[src/rtl/wob_pkg.sv]
// Shared types for the wired-OR bus arbiter.
// Assumes: one state bit is enough, since the station either listens or sends.
package wob_pkg;
    typedef enum logic {
        ST_LISTEN = 1'b0,
        ST_SEND   = 1'b1
    } wob_state_e;
endpackage

[src/rtl/wob_idle_timer.sv]
// Counts consecutive 1 bits seen on the bus feedback while listening.
// Assumes: one bit per clock; the count saturates at LIMIT and is cleared
// by any 0 on the line or while the station itself is sending.
module wob_idle_timer #(
    parameter int CNT_W = 5,
    parameter int LIMIT = 17
) (
    input  logic             clk,
    input  logic             rst_n,
    input  logic             clear,
    input  logic             bus_fb,
    output logic [CNT_W-1:0] run_len
);
    localparam logic [CNT_W-1:0] SAT = CNT_W'(LIMIT);

    // Purpose: advance, hold or restart the idle run length.
    always_ff @(posedge clk) begin
        if (!rst_n) begin
            run_len <= '0;
        end else if (clear || !bus_fb) begin
            run_len <= '0;
        end else if (run_len != SAT) begin
            run_len <= run_len + 1'b1;
        end
    end
endmodule

[src/rtl/wob_fair_credit.sv]
// Holds the rotating fairness penalty in extra idle bits.
// Assumes: frame_done pulses only for a frame that ended without collision;
// foreign traffic shows up as a 0 on the line while the station listens.
module wob_fair_credit #(
    parameter int CNT_W    = 5,
    parameter int ROT_STEP = 2
) (
    input  logic             clk,
    input  logic             rst_n,
    input  logic             frame_done,
    input  logic             listening,
    input  logic             bus_fb,
    output logic [CNT_W-1:0] penalty
);
    localparam logic [CNT_W-1:0] STEP = CNT_W'(ROT_STEP);

    // Purpose: raise the penalty after an own frame, drop it on foreign traffic.
    always_ff @(posedge clk) begin
        if (!rst_n) begin
            penalty <= '0;
        end else if (frame_done) begin
            penalty <= STEP;
        end else if (listening && !bus_fb) begin
            penalty <= '0;
        end
    end
endmodule

[src/rtl/wob_collide_det.sv]
// Compares the local bit with the OR-connected bus level while sending.
// Assumes: the feedback is valid in the same bit cycle as the driven bit.
module wob_collide_det (
    input  logic clk,
    input  logic rst_n,
    input  logic sending,
    input  logic tx_bit,
    input  logic bus_fb,
    output logic hit,
    output logic collision
);
    // Purpose: flag a lost bit, where the local bit is 0 but the bus reads 1.
    always_comb begin
        hit = sending && !tx_bit && bus_fb;
    end

    // Purpose: turn a lost bit into a one-cycle collision report.
    always_ff @(posedge clk) begin
        if (!rst_n) begin
            collision <= 1'b0;
        end else begin
            collision <= hit;
        end
    end
endmodule

[src/rtl/wob_access_fsm.sv]
// Decides when the station takes and gives up the line.
// Assumes: the idle run, the penalty and the lost-bit flag come from sibling
// blocks; the threshold is IDLE_BITS plus the priority class plus the penalty.
module wob_access_fsm
    import wob_pkg::*;
#(
    parameter int IDLE_BITS = 8,
    parameter int PRIO_W    = 3,
    parameter int CNT_W     = 5
) (
    input  logic              clk,
    input  logic              rst_n,
    input  logic              tx_req,
    input  logic              bus_fb,
    input  logic [PRIO_W-1:0] prio_class,
    input  logic [CNT_W-1:0]  penalty,
    input  logic [CNT_W-1:0]  run_len,
    input  logic              hit,
    input  logic              frame_end,
    output logic              sending,
    output logic              frame_done
);
    wob_state_e       state_q;
    wob_state_e       state_d;
    logic [CNT_W:0]   needed;
    logic [CNT_W:0]   run_next;
    logic             may_start;

    // Purpose: form the idle threshold and the run length including this bit.
    always_comb begin
        needed    = (CNT_W+1)'(IDLE_BITS) + (CNT_W+1)'(prio_class) + {1'b0, penalty};
        run_next  = {1'b0, run_len} + 1'b1;
        may_start = tx_req && bus_fb && (run_next >= needed);
    end

    // Purpose: choose the next state; a lost bit outranks the end of frame.
    always_comb begin
        state_d    = state_q;
        frame_done = 1'b0;
        unique case (state_q)
            ST_LISTEN: begin
                if (may_start) state_d = ST_SEND;
            end
            ST_SEND: begin
                if (hit) begin
                    state_d = ST_LISTEN;
                end else if (frame_end) begin
                    state_d    = ST_LISTEN;
                    frame_done = 1'b1;
                end
            end
            default: state_d = ST_LISTEN;
        endcase
    end

    // Purpose: hold the state, returning to listening on reset.
    always_ff @(posedge clk) begin
        if (!rst_n) begin
            state_q <= ST_LISTEN;
        end else begin
            state_q <= state_d;
        end
    end

    assign sending = (state_q == ST_SEND);
endmodule

[src/rtl/wob_bus_arbiter.sv]
// Top level of the wired-OR bus collision arbiter.
// Assumes: NRZ bits, one per clock; the line is the OR of all stations and
// reads back on bus_fb in the same cycle; idle line level is 1.
module wob_bus_arbiter #(
    parameter int IDLE_BITS = 8,
    parameter int PRIO_W    = 3,
    parameter int ROT_STEP  = 2
) (
    input  logic              clk,
    input  logic              rst_n,
    input  logic              tx_bit,
    input  logic              tx_req,
    input  logic              bus_fb,
    input  logic [PRIO_W-1:0] prio_class,
    input  logic              frame_end,
    output logic              bus_drive,
    output logic              tx_grant,
    output logic              collision
);
    localparam int MAX_WAIT = IDLE_BITS + (2**PRIO_W - 1) + ROT_STEP;
    localparam int CNT_W    = $clog2(MAX_WAIT + 1);

    logic             sending;
    logic             hit;
    logic             frame_done;
    logic [CNT_W-1:0] run_len;
    logic [CNT_W-1:0] penalty;

    wob_idle_timer #(
        .CNT_W (CNT_W),
        .LIMIT (MAX_WAIT)
    ) u_timer (
        .clk     (clk),
        .rst_n   (rst_n),
        .clear   (sending),
        .bus_fb  (bus_fb),
        .run_len (run_len)
    );

    wob_fair_credit #(
        .CNT_W    (CNT_W),
        .ROT_STEP (ROT_STEP)
    ) u_credit (
        .clk        (clk),
        .rst_n      (rst_n),
        .frame_done (frame_done),
        .listening  (!sending),
        .bus_fb     (bus_fb),
        .penalty    (penalty)
    );

    wob_collide_det u_cmp (
        .clk       (clk),
        .rst_n     (rst_n),
        .sending   (sending),
        .tx_bit    (tx_bit),
        .bus_fb    (bus_fb),
        .hit       (hit),
        .collision (collision)
    );

    wob_access_fsm #(
        .IDLE_BITS (IDLE_BITS),
        .PRIO_W    (PRIO_W),
        .CNT_W     (CNT_W)
    ) u_fsm (
        .clk        (clk),
        .rst_n      (rst_n),
        .tx_req     (tx_req),
        .bus_fb     (bus_fb),
        .prio_class (prio_class),
        .penalty    (penalty),
        .run_len    (run_len),
        .hit        (hit),
        .frame_end  (frame_end),
        .sending    (sending),
        .frame_done (frame_done)
    );

    // Purpose: drive the line only while holding it; otherwise release to 0.
    always_comb begin
        tx_grant  = sending;
        bus_drive = sending && tx_bit;
    end
endmodule

[config.mk]
export PLATFORM = sky130hd
export DESIGN_NAME = wob_bus_arbiter
export DESIGN_NICKNAME = d
export VERILOG_FILES = /design/src/rtl/wob_pkg.sv /design/src/rtl/wob_idle_timer.sv /design/src/rtl/wob_fair_credit.sv /design/src/rtl/wob_collide_det.sv /design/src/rtl/wob_access_fsm.sv /design/src/rtl/wob_bus_arbiter.sv
export SDC_FILE = /design/constraint.sdc
export NUM_CORES = 1
export LEC_CHECK = 0
export BUFFER_PORTS_ARGS = -buffer_cell sky130_fd_sc_hd__buf_2
export CAP_MARGIN = 10
export CORE_AREA = 8 8 45 47
export DETAILED_ROUTE_END_ITERATION = 16
export DIE_AREA = 0 0 53 55
export MAX_ROUTING_LAYER = met4
export PLACE_DENSITY_LB_ADDON = 0.2
export SLEW_MARGIN = 20
export SYNTH_ARGS = -nofsm -noshare
export SYNTH_HDL_FRONTEND = slang
export SYNTH_SLANG_ARGS = --single-unit
[constraint.sdc]
create_clock -name clk -period 3.2 [get_ports clk]
set_clock_uncertainty 0.15 [all_clocks]
set_input_delay 0.16 -clock clk [delete_from_list [all_inputs] [get_ports clk]]
set_output_delay 0.16 -clock clk [all_outputs]
set_load 0.1 [all_outputs]
==> results.cfg, run 1 <==
[clocking]
cts_post_setup_buffers_inserted = 0
cts_tree = built
clock_path_buffers = 2
post_cts_resized = 0
cts-root-buf = clkbuf_4
insertion_delay_ns = 0.25
cts_hold_buf = 0
cts_buffers = 3
cts.sinks = 8
clk_pin_slew_worst_paths_ns = 0.05
htreeDepth = 1

[layout]
n_fill_cell = 133
final_common_cell = buf_2
seqCellArea_um2 = 160.2
finalNetCount = 86
fin_cells = 82
num_antenna_cells = 0
area_delta_synth_final_pct = 18.66
multi_input_area_um2 = 344.1
layout_common_cells = 11 x buf_2, 9 x ha_1, 8 x dfxtp_1
drive_gt1_share_pct = 24.24

[worst_setup_path]
critical_path_buf_inv_count = 2
cp-startpoint = u_timer.run_len[1]$_SDFFE_PP0P_
r2r_setup_slack_ns = 1.27
ff2ff_path_depth = 7
worst_r2r_endpoint = u_fsm.sending$_SDFF_PN0_
crit_path_end_kind = flip-flop
slowest_delay_ns = 0.37
start_kind = flip-flop
critPathArrivalTime_ns = 1.92
path_delay_family = adder cells
cp_cell_sequence = inv_1 -> ha_1 -> inv_1 -> ha_1 -> a2111oi_4 -> o211ai_1 -> and3_1
required_ns = 3.20
rr_startpoint = u_timer.run_len[1]$_SDFFE_PP0P_
crit_path_max_fanout = 4
slowest_stage = dfxtp_1
criticalPathCategory = flip-flop to flip-flop

[synth]
yosys.area_share.xor_xnor_pct = 6.699
synth_area_um2 = 523.0
synth_cell_types = 25
yosysWarnings = 0
yosysSeqAreaShare_pct = 30.62
synth_compound_area_share_pct = 14.59
yosys.area_share.simple_pct = 22.97
ys_top_cells_by_area = dfxtp_1 31%, ha_1 22%, a2111oi_4 5.3%
syn_inst = 52
yosysTopAreaCell = dfxtp_1
ys_seq_elements = 8
synth_top_family_by_area = simple AND/OR/NAND/NOR gates
syn_area_per_cell_um2 = 10.06
synthAdderAreaFrac_pct = 21.53
synth_top_area_share_pct = 30.62
synthMuxAreaShare_pct = 0
synth_fp_nets = 70

[sta]
rsz0062_at_grt = no
slew_headroom_pct = 67.64
finalSetupViolations = 0
fin_setup_tns_ns = 0
worstMarginPinSlew_ns = 0.4887
hold_viol_final = 0
post-route-period-util_pct = 60.27
slew_viol_final = 0
fmax_mhz = 518.5
fin_crit_ns = 1.929

[placed_design]
dp_hpwl_um = 787.5
port_buffers = 11
place_inst = 79
globalplace.congestion = 0.7157

[die]
die_h_um = 55
fp.dieW_um = 53
die_area_mm2 = 0.002915
core_mm2 = 0.001384
ioPinCount = 12
rows = 14
start_util_pct = 37.79

[worst_hold_path]
worstHoldPathType = input pin to flip-flop
min_to = u_fsm.sending$_SDFF_PN0_
min_from = rst_n
hold_depth = 2

[global_route]
grt_pass1_wl_um = 1738
antenna_found_initial = 0
grtUsageTotal_pct = 8.343
overflow = 0
grt_pass1_vias = 441
grt_max_degree = 8

[detailed_routing]
routed_via_density = 5.122
route.detailed.drc = 0
wl_per_cell_um = 11.18
num_vias = 420
firstDrtPassIters = 3
ant_nets = 0
postRouteWirelength_um = 917
first_iter_violations = 7

[run]
cap_violations = 0

[pwr]
powerDensity_mw_per_mm2 = 329.9
ir_worst_vdd_mv = 0.2768
finalPower_mw = 0.2048
leakage_nw = 0.3194

[outcome]
outcome = finished clean
==> routing by layer <==
metal | GRT usage (%) | part of all wire, % | vias to the layer above
met2 | 12.50 | 46 | 12
met4 | 2.586 | 0.87 | 0
li1 | - | - | 214
met3 | 4.813 | 5.9 | 2
met5 | - | 0 | -
met1 | 9.146 | 47 | 192
==> worst max path at each step <==
stage | to | depth (start not counted)
2_1_floorplan | bus_drive | 1
3_3_place_gp | u_fsm.sending$_SDFF_PN0_ | 7
3_5_place_dp | u_fsm.sending$_SDFF_PN0_ | 7
4_1_cts | u_fsm.sending$_SDFF_PN0_ | 7
5_1_grt | u_fsm.sending$_SDFF_PN0_ | 7
6_report | u_fsm.sending$_SDFF_PN0_ | 7
==> through the flow <==
stage	area, um2	hold slack (ns)	utilization, %	worst slack, ns
finish	620.6	0.02589	44.85	1.272
global route	620.6	0.03196	44.85	1.104
CTS	620.6	0.02578	44.85	1.253
detailed placement	598.1	0.2901	43.22	1.254
global placement	598.1	0.2841	43.22	1.254
floorplan	523.0	0.1559	-	1.026
==> synth_stat cells, drive strengths merged <==
master,count
nand4bb,1
xor2,2
nand3b,2
and2,1
a211oi,1
and3b,1
nor3b,1
and3,2
o21ai,2
and4b,1
a31oi,1
a21oi,2
dfxtp,8
o21a,1
nand2b,2
xnor2,2
nor2,2
inv,5
nor2b,2
a2111oi,1
nand2,1
nand3,1
o211ai,1
ha,9
==> final cells by class <==
| cell class | instances | area share, % |
|---|---|---|
| clock buffers | 3 | 3.629 |
| inverters | 5 | 3.024 |
| multi-input cells | 39 | 55.44 |
| flip-flops and latches | 8 | 25.81 |
| well taps | 16 | 3.226 |
| repair buffers | 11 | 8.871 |
==> cell families (layout without fill, tap and decap cells) <==
family	Yosys count	in the layout
XOR/XNOR	4	4
AND/OR/NAND/NOR	17	17
buffers and inverters	5	19
flip-flops	8	8
AO/OA/AOI/OAI	9	9
adder cells (fa/ha/maj)	9	9
==> where the power goes <==
part           switching, mW  internal, mW  total (mW)
Clock                 0.0332        0.0428      0.0760
Combinational         0.0109        0.0154      0.0262
Sequential           0.00154         0.101       0.102
==> state kept, by name, indices dropped and copies added (netlist names) <==
| register | count |
|---|---|
| u_cmp.collision | 1 |
| u_credit.penalty | 1 |
| u_fsm.sending | 1 |
| u_timer.run_len | 5 |
Power figures use the tool's default switching activity.
==> run 2: changes to the inputs <==
==> constraint.sdc (replaced) <==
create_clock -name clk -period 1.97 [get_ports clk]
set_clock_uncertainty 0.15 [all_clocks]
set_input_delay 0.0985 -clock clk [delete_from_list [all_inputs] [get_ports clk]]
set_output_delay 0.0985 -clock clk [all_outputs]
set_load 0.1 [all_outputs]
==> results.cfg, run 2 (synthesis gave the netlist of run 1 again) <==
[worst_setup_path]
r2r_setup_slack_ns = 0.09
critical_path_buf_inv_count = 2
start_kind = flip-flop
path_delay_family = adder cells
slowest_delay_ns = 0.34
required_ns = 1.97
rr_startpoint = u_timer.run_len[1]$_SDFFE_PP0P_
crit_path_end_kind = flip-flop
crit_path_frequent_cell = inv_1
worst_r2r_endpoint = u_fsm.sending$_SDFF_PN0_
cp_cell_sequence = inv_1 -> ha_4 -> inv_1 -> ha_1 -> a2111oi_4 -> o211ai_1 -> and3_1
slowest_stage = dfxtp_2
ff2ff_path_depth = 7
critPathArrivalTime_ns = 1.88
crit_path_max_fanout = 4
criticalPathCategory = flip-flop to flip-flop

[die]
core_mm2 = 0.001384
ioPinCount = 12
start_util_pct = 37.79
fp.dieW_um = 53
rows = 14
die_area_mm2 = 0.002915
die_h_um = 55

[clocking]
clk_pin_slew_worst_paths_ns = 0.05
cts-root-buf = clkbuf_4
cts_buffers = 3
clock_path_buffers = 2
cts_tree = built
insertion_delay_ns = 0.25
htreeDepth = 1
cts.sinks = 8

[layout]
design_area_um2 = 664.4
drive_gt1_share_pct = 35.29
n_fill_cell = 133
layout_common_cells = 11 x buf_2, 8 x ha_1, 5 x inv_1
num_antenna_cells = 0
final_common_cell = buf_2
top_register = u_timer.run_len
area_delta_synth_final_pct = 27.03
largest_register_ffs = 5
finalNetCount = 88

[pwr]
powerDensity_mw_per_mm2 = 512.2
leakage_nw = 0.3318
ir_worst_vdd_mv = 0.2237

[global_route]
grt_pass1_vias = 473
grtUsageTotal_pct = 8.521
grt_max_degree = 8
grt_pass1_wl_um = 1787
overflow = 0
antenna_found_initial = 0

[detailed_routing]
firstDrtPassIters = 2
postRouteWirelength_um = 1031
route.detailed.drc = 0
ant_nets = 0
num_vias = 418
routed_via_density = 4.976
wl_per_cell_um = 12.27
first_iter_violations = 1

[sta]
hold_viol_final = 1
rsz0062_at_grt = no
worstMarginPinSlew_ns = 0.4905
post-route-period-util_pct = 95.34
fin_crit_ns = 1.878
fmax_mhz = 532.4
whs_ns = -0.002317
fin_setup_tns_ns = 0
slew_headroom_pct = 67.52
slew_viol_final = 0
finalSetupViolations = 0

[worst_hold_path]
min_from = frame_end
hold_depth = 3
min_to = u_credit.penalty[1]$_SDFFE_PN0P_
worstHoldPathType = input pin to flip-flop

[outcome]
outcome = finished with violations
violations = negative hold slack

[placed_design]
globalplace.congestion = 0.7088
port_buffers = 11
place_area_um2 = 606.8
dp_hpwl_um = 864.1

[run]
cap_violations = 0
-- run 2: layout make-up --
class	count	area (um2)	area share [%]
multi-input combinational	39	365.4	54.99
inverter	5	18.77	2.825
clock buffer	3	22.52	3.390
tap	16	20.02	3.013
sequential	8	165.2	24.86
timing repair buffer	13	72.57	10.92
-- run 2: worst max path at each step --
stage / cells past startpoint / startpoint / slack [ns] / to
final: 7 / u_timer.run_len[1]$_SDFFE_PP0P_ / 0.09 / u_fsm.sending$_SDFF_PN0_
after global routing: 7 / u_timer.run_len[1]$_SDFFE_PP0P_ / 0.01 / u_fsm.sending$_SDFF_PN0_
after CTS: 7 / u_timer.run_len[1]$_SDFFE_PP0P_ / 0.005 / u_fsm.sending$_SDFF_PN0_
after detailed placement: 7 / u_timer.run_len[1]$_SDFFE_PP0P_ / 0.005 / u_fsm.sending$_SDFF_PN0_
after global placement: 7 / u_timer.run_len[1]$_SDFFE_PP0P_ / 0.03 / u_fsm.sending$_SDFF_PN0_
after floorplan: 1 / u_fsm.sending$_SDFF_PN0_ / 0.1 / bus_drive
-- run 2: routing by layer --
metal	global-route usage (%)	wire length [um]
met1	8.410	484
met3	1.604	35
met4	6.466	32
met2	14.65	479
met5	-	0
-- run 2: per-stage QoR --
step           setup slack (ns)  cells  total power, mW  utilization (%)  hold slack [ns]
4_1_cts                0.004853     84           0.3402            46.20         0.007664
3_5_place_dp           0.005337     80           0.2150            43.85           0.2351
2_1_floorplan           0.09534     52           0.1984                -          0.09442
6_report                0.09173     84           0.3403            48.01        -0.002317
3_3_place_gp            0.03211     80           0.2150            43.85           0.2213
5_1_grt                 0.01154     84           0.3616            48.01         0.004283
-- run 2: repair_timing --
item	in CTS	in global routing
resized for setup	0	7
buffers inserted	0	0
hold buffers	1	0
hold endpoints to repair	2	0
setup endpoints to repair	0	1
-- run 2: report_power, final --
| part | internal (mW) | switching [mW] |
|---|---|---|
| clock | 0.0696 | 0.0546 |
| sequential | 0.164 | 0.00289 |
| combinational | 0.0293 | 0.0194 |
| total | 0.263 | 0.0769 |
-- run 2: worst register-to-register path, cell delays in order, from the launching register on --
cell,delay [ns]
dfxtp_2,0.34
inv_1,0.07
ha_4,0.27
inv_1,0.04
ha_1,0.31
a2111oi_4,0.31
o211ai_1,0.12
and3_1,0.17
==> run 3: changes to the inputs <==
==> constraint.sdc (replaced) <==
create_clock -name clk -period 1.97 [get_ports clk]
set_clock_uncertainty 0.15 [all_clocks]
set_input_delay 0.0985 -clock clk [delete_from_list [all_inputs] [get_ports clk]]
set_output_delay 0.0985 -clock clk [all_outputs]
set_load 0.02 [all_outputs]
==> results.cfg, run 3 (synthesis gave the netlist of run 1 again) <==
[layout]
largest_register_ffs = 5
drive_gt1_share_pct = 27.94
area_delta_synth_final_pct = 22.49
n_fill_cell = 136
num_antenna_cells = 0
design_area_um2 = 640.6
layout_common_cells = 11 x buf_2, 9 x ha_1, 6 x dfxtp_1
finalNetCount = 88
top_register = u_timer.run_len
final_common_cell = buf_2
fin_cells = 84

[die]
die_h_um = 55
core_mm2 = 0.001384
rows = 14
start_util_pct = 37.79
fp.dieW_um = 53
die_area_mm2 = 0.002915
ioPinCount = 12

[clocking]
cts_tree = built
cts_buffers = 3
htreeDepth = 1
clock_path_buffers = 2
insertion_delay_ns = 0.24
cts.sinks = 8
cts-root-buf = clkbuf_4
clk_pin_slew_worst_paths_ns = 0.05
cts_post_setup_buffers_inserted = 0

[placed_design]
place_inst = 80
dp_hpwl_um = 803.9
globalplace.congestion = 0.7471
pre_cts_slack_ns = 0.05333
port_buffers = 11
place_area_um2 = 605.6

[detailed_routing]
postRouteWirelength_um = 944
firstDrtPassIters = 2
first_iter_violations = 3
num_vias = 413
route.detailed.drc = 0
wl_per_cell_um = 11.24
routed_via_density = 4.917
ant_nets = 0

[sta]
slew_viol_final = 0
post-route-period-util_pct = 95.71
worstMarginPinSlew_ns = 0.2370
fmax_mhz = 530.3
rsz0062_at_grt = no
finalSetupViolations = 0
hold_viol_final = 0
fin_crit_ns = 1.886
fin_setup_tns_ns = 0
fin_ws_ns = 0.08442
slew_headroom_pct = 84.20

[worst_setup_path]
start_kind = flip-flop
required_ns = 1.96
r2r_setup_slack_ns = 0.08
critPathArrivalTime_ns = 1.87
crit_path_end_kind = flip-flop
criticalPathCategory = flip-flop to flip-flop
crit_path_max_fanout = 4

[pwr]
ir_worst_vdd_mv = 0.3826
leakage_nw = 0.3294
powerDensity_mw_per_mm2 = 519.2
finalPower_mw = 0.3326

[worst_hold_path]
worstHoldPathType = input pin to flip-flop

[global_route]
grtUsageTotal_pct = 8.399
overflow = 0
antenna_found_initial = 0
grt_pass1_wl_um = 1773
grt_pass1_vias = 444
grt_max_degree = 8

[run]
cap_violations = 0

[outcome]
outcome = finished clean
## run 3: cell counts in the layout (fill, tap and decap cells not counted)
No cell type changed its count.
## run 3: worst paths after layout
check,from,endpoint,depth (start not counted)
worst min-delay path,tx_bit,u_cmp.collision$_SDFF_PN0_,2
worst min register to register,u_timer.run_len[1]$_SDFFE_PP0P_,u_timer.run_len[1]$_SDFFE_PP0P_,2
worst max-delay path,u_timer.run_len[1]$_SDFFE_PP0P_,u_fsm.sending$_SDFF_PN0_,7
worst max register to register,u_timer.run_len[1]$_SDFFE_PP0P_,u_fsm.sending$_SDFF_PN0_,7
## run 3: area by class of cell
| class | count | area [um2] | area share [%] |
|---|---|---|---|
| Tap cell | 16 | 20.02 | 3.125 |
| Clock buffer | 3 | 22.52 | 3.516 |
| Sequential cell | 8 | 162.7 | 25.39 |
| Inverter | 5 | 18.77 | 2.930 |
| Timing Repair Buffer | 13 | 72.57 | 11.33 |
| Multi-Input combinational cell | 39 | 344.1 | 53.71 |
## run 3: what timing repair did
item,CTS,global route
hold buffers,1,0
endpoints found under the hold margin,2,0
endpoints found under the setup margin,0,1
gates resized for setup,0,3
## run 3: stage by stage
step	util, %	hold slack, ns
after global placement	43.76	0.2218
after detailed placement	43.76	0.2296
after global routing	46.29	0.007873
final	46.29	0.01207
after floorplan	-	0.09442
after CTS	46.11	0.001435
## run 3: metal layers
metal	wire length [um]	GRT usage, %
met5	0	-
met3	53	5.080
met1	422	8.079
met2	463	14.45
met4	5	1.293
## run 3: where the power goes
| part | internal [mW] | total [mW] | switching, mW |
|---|---|---|---|
| sequential | 0.164 | 0.167 | 0.00243 |
| combinational | 0.0276 | 0.0458 | 0.0182 |
| clock | 0.0694 | 0.120 | 0.0506 |
## run 3: critical path, stage by stage (launching register included)
cell	delay (ns)
dfxtp_2	0.34
inv_1	0.04
ha_1	0.28
inv_1	0.05
ha_1	0.32
a2111oi_4	0.29
o211ai_1	0.13
and3_1	0.17
